$ cat src/rtl/skip_adder.sv
module skip_adder #(
  parameter int WIDTH = 16,
  parameter int NGRP = 4,
  parameter logic [NGRP*8-1:0] GSIZES = {8'd4, 8'd4, 8'd4, 8'd4}
) (
  input  logic [WIDTH-1:0] op_a,
  input  logic [WIDTH-1:0] op_b,
  input  logic             c_in,
  output logic [WIDTH-1:0] sum,
  output logic             c_out
);

  function automatic int grp_base(input int g);
    int acc;
    acc = 0;
    for (int k = 0; k < g; k++) acc += int'(GSIZES[k*8 +: 8]);
    return acc;
  endfunction

  logic [WIDTH-1:0] gen, prp, rip, cbit;
  logic [NGRP:0]    cgrp;

  assign gen = op_a & op_b;
  assign prp = op_a ^ op_b;
  assign cgrp[0] = c_in;

  for (genvar g = 0; g < NGRP; g++) begin : g_grp
    localparam int BASE = grp_base(g);
    localparam int W = int'(GSIZES[g*8 +: 8]);
    logic gprop;
    for (genvar k = 0; k < W; k++) begin : g_bit
      if (k == 0) begin : g_first
        assign cbit[BASE] = cgrp[g];
      end else begin : g_next
        assign cbit[BASE+k] = rip[BASE+k-1];
      end
      assign rip[BASE+k] = gen[BASE+k] | (prp[BASE+k] & cbit[BASE+k]);
    end
    assign gprop = &prp[BASE +: W];
    assign cgrp[g+1] = gprop ? cgrp[g] : rip[BASE+W-1];
  end

  assign sum = prp ^ cbit;
  assign c_out = cgrp[NGRP];

endmodule

$ cat config.mk
export PLATFORM = sky130hd
export DESIGN_NAME = skip_adder
export DESIGN_NICKNAME = d
export VERILOG_FILES = /design/src/rtl/skip_adder.sv
export SDC_FILE = /design/constraint.sdc
export NUM_CORES = 1
export LEC_CHECK = 0
export BUFFER_PORTS_ARGS = -buffer_cell sky130_fd_sc_hd__buf_4
export CAP_MARGIN = 15
export CORE_UTILIZATION = 46
export DETAILED_ROUTE_END_ITERATION = 6
export PLACE_DENSITY = 0.91
export SLEW_MARGIN = 10
export SYNTH_ARGS = -nofsm -noshare
export SYNTH_HDL_FRONTEND = slang
export SYNTH_SLANG_ARGS = --single-unit
$ cat constraint.sdc
create_clock -name vclk -period 31.6
set_input_delay 6.32 -clock vclk [all_inputs]
set_output_delay 6.32 -clock vclk [all_outputs]
set_load 0.05 [all_outputs]
### Yosys cells after proc, flatten, opt, wreduce, memory -nomap -nowiden

Index checks and enable logic that the tools add are counted.

| word-level totals | value |
|---|---|
| output and inout bits | 17 |
| bits of input ports | 33 |
| logic and storage cells | 43 |
| bits in registers | 0 |

| operators by class | value |
|---|---|
| bitwise gates (word level) | 35 |
| mux-type cells | 4 |
| reductions and logical operators | 4 |

Operator list:

| kind | number |
|---|---|
| 16-bit XOR | 2 |
| 1-bit bitwise AND | 16 |
| 16-bit bitwise AND | 1 |
| 1-bit bitwise OR | 16 |
| 4-bit AND reduction | 4 |
| 1-bit 2-to-1 mux | 4 |

### Longest topological paths before layout

| depth | value |
|---|---|
| depth after elaboration | 37 |
| gate-level depth with buffers | 25 |
| gate-level depth less buffers | 25 |

### Worst setup path before layout

Ideal clock, no wire load.

| timing path | value |
|---|---|
| path type | input to output |
| start | input op_a[0] |
| end | output sum[15] |
| buffers on the path | 0 |
| cell stages on the path | 25 |
| slack | 12.031 ns |
| data arrival time | 13.249 ns |
| cell sequence | inv_1 > fa_1 > inv_1 > fa_1 > fa_1 > fa_1 > mux2_4 > fa_1 > fa_1 > fa_1 > fa_1 > a41oi_1 > nor2_1 > fa_1 > fa_1 > fa_1 > fa_1 > nand2_1 > nand2_1 > fa_1 > fa_1 > fa_1 > inv_1 > fa_1 > inv_1 |

| between the ends | value |
|---|---|
| cells in the longest elaborated chain, start to end | 35 |
| elaborated cells between the ends (all ways) | 37 |
| those cells by class | mux: 3; bitwise: 33; reduce/logical: 1 |

RTL lines:

| element | line | text |
|---|---|---|
| from (decl) | 6 | `input logic [WIDTH-1:0] op_a,` |
| 16-bit XOR | 24 | `assign prp = op_a ^ op_b;` |
| 1-bit bitwise AND | 37 | `assign rip[BASE+k] = gen[BASE+k] \| (prp[BASE+k] & cbit[BASE+k]);` |
| 1-bit bitwise OR | 37 |  |
| 1-bit bitwise AND | 37 |  |
| 1-bit bitwise OR | 37 |  |
| 1-bit bitwise AND | 37 |  |
| 1-bit bitwise OR | 37 |  |
| 1-bit bitwise AND | 37 |  |
| [... 19 more ...] | n/a |  |
| 1-bit 2-to-1 mux * | 40 | `assign cgrp[g+1] = gprop ? cgrp[g] : rip[BASE+W-1];` |
| 1-bit bitwise AND * | 37 |  |
| 1-bit bitwise OR * | 37 |  |
| 1-bit bitwise AND * | 37 |  |
| 1-bit bitwise OR * | 37 |  |
| 1-bit bitwise AND * | 37 |  |
| 1-bit bitwise OR * | 37 |  |
| 16-bit XOR * | 43 | `assign sum = prp ^ cbit;` |
| to (decl) | 9 | `output logic [WIDTH-1:0] sum,` |

Mark *: on every way between the ends. The rest lies on a longest branch, timed or not.

### Final worst setup path

Same ends and word-level chain as after synthesis.

==> results.json <==
{
  "dr.pass1.iters": 2,
  "cp_max_fo": 3,
  "p_sw_share_pct": 66.0,
  "finalHoldWorstSlack_ps": 13070,
  "seq_cell_count": 0,
  "dieWidth_um": 39.4,
  "cp.required_ps": 25280,
  "place_ws_ps": 11610,
  "die_height_um": 39.4,
  "cp-end-kind": "output pin",
  "area_growth_pct": 61.3,
  "fmax_ghz": 0.0501,
  "overflow": 0,
  "fill_cells": 87,
  "grt_max_degree": 4,
  "syn_area_um2": 643,
  "relSlewSlack_pct": 83.6,
  "rows": 13,
  "yosysTopAreaCellShare_pct": 49.8,
  "dieArea_um2": 1550,
  "route.detailed.drc": 0,
  "nets": 172,
  "p_seq_share_pct": 0,
  "ff_latch_area_um2": 0,
  "antenna_found_initial": 0,
  "clkbuf_count": 0,
  "drt_wl_total_mm": 1.47,
  "combinationalPowerShare_pct": 100.0,
  "p_per_area_nw_per_um2": 34.5,
  "synth.net_count": 120,
  "synthCells": 55,
  "via_per_inst": 4.87,
  "path_delay_family": "adder cells",
  "core_area_um2": 1300,
  "grt_usage_pct": 20.7,
  "cellLeakagePower_nw": 0.562,
  "rsz0062_at_grt": "no",
  "drive_above_1_share_pct": 49.5,
  "arrival_ps": 13630,
  "slowest_delay_ps": 410,
  "worstMarginPinSlew_ps": 243,
  "cts-resized-gates": 0,
  "cp-start-kind": "primary input",
  "drv_cap": 0,
  "clock_power_share_pct": 0,
  "diodes": 0,
  "peakVddDrop_mv": 0.0215,
  "crit_type": "primary input to output pin",
  "wl_per_cell_um": 12.2,
  "synth_area_leaders": "fa_1 50%, ha_1 31%, inv_1 5.3%",
  "slowest_stage": "fa_1",
  "setup_viol": 0,
  "first_global_vias": 575,
  "layout_setup_ws_ps": 11650,
  "final_hold_viol_count": 0,
  "hp-class": "primary input to output pin",
  "vias": 584,
  "slew_violations": 0,
  "synth_cell_types": 11,
  "timing.critical_path.buf_inv": 6,
  "routabilityCongestion": 0.645,
  "yosysSeqAreaShare_pct": 0,
  "antenna_left": 0,
  "dp_hpwl_mm": 1.45,
  "portBuffers": 50,
  "fin_crit_sh_pct": 63.1,
  "status": "finished clean",
  "synth_area_leader_cell": "fa_1",
  "syn_area_per_cell_um2": 11.7,
  "cts_hold_buf": 0,
  "grt_pass1_wl_mm": 2.23,
  "drt_iter0_drc": 6,
  "fin_tns_setup_ps": 0,
  "initial_core_util_pct": 49.4,
  "path_common_cell": "fa_1",
  "ioPinCount": 50,
  "cts_setup_buffers": 0,
  "final_core_util_pct": 79.7,
  "yosys_warnings": 0,
  "layout_commonest_cell": "buf_4",
  "intPower_mw": 0.0121,
  "final_cell_mix": "50 x buf_4, 16 x fa_1, 16 x ha_1",
  "p_sw_mw": 0.0236,
  "min_period_ps": 19950,
  "power_mw": 0.0358
}
==> through the flow <==
step / instances / instance area (um2)
floorplan: 55 / 643
global placement: 120 / 1040
detailed placement: 120 / 1040
CTS: 120 / 1040
global route: 120 / 1040
finish: 120 / 1040
==> final cells by class <==
type,instances,area (um2),area share (%)
inverter,9,33.8,3.26
multi-input combinational,46,609,58.7
tap,15,18.8,1.81
timing repair buffer,50,375,36.2
==> cells by family (layout without fill, tap and decap cells) <==
family / count (synthesis) / count (layout) / synth area share [%]
adder cells (fa/ha/maj): 32 / 32 / 80.9
AND/OR/NAND/NOR: 9 / 9 / 6.81
multiplexers: 1 / 1 / 2.33
AO/OA/AOI/OAI: 4 / 4 / 4.67
buffers and inverters: 9 / 59 / 5.25
==> cells in the mapped netlist <==
| library cell | number |
|---|---|
| a22oi_1 | 1 |
| fa_1 | 16 |
| mux2_4 | 1 |
| a41oi_1 | 1 |
| a21oi_1 | 1 |
| nor2_1 | 3 |
| inv_1 | 9 |
| nand4_1 | 4 |
| o21ai_2 | 1 |
| nand2_1 | 2 |
| ha_1 | 16 |
==> layer usage <==
| metal | GRT usage (%) | share of wire (%) | up-vias |
|---|---|---|---|
| met5 | 0 | 0 | - |
| met4 | 0 | 0 | 0 |
| met3 | 0.568 | 7.2 | 0 |
| met2 | 46.7 | 63 | 24 |
| met1 | 21.1 | 30 | 287 |
| li1 | - | - | 273 |
==> power groups by stage <==
stage	Clock (mW)	Sequential [mW]	Combinational (mW)
final	0	0	0.0358
after global routing	0	0	0.0385
after CTS	0	0	0.0363
after detailed placement	0	0	0.0362
after global placement	0	0	0.0351
after floorplan	0	0	0.0257
==> worst paths after layout <==
path	from	endpoint	slack [ps]	depth (start not counted)
worst max-delay path	op_a[0]	sum[15]	11650	27
worst min-delay path	op_b[1]	sum[1]	13070	3
No activity file was read; power rests on OpenSTA's default activity.
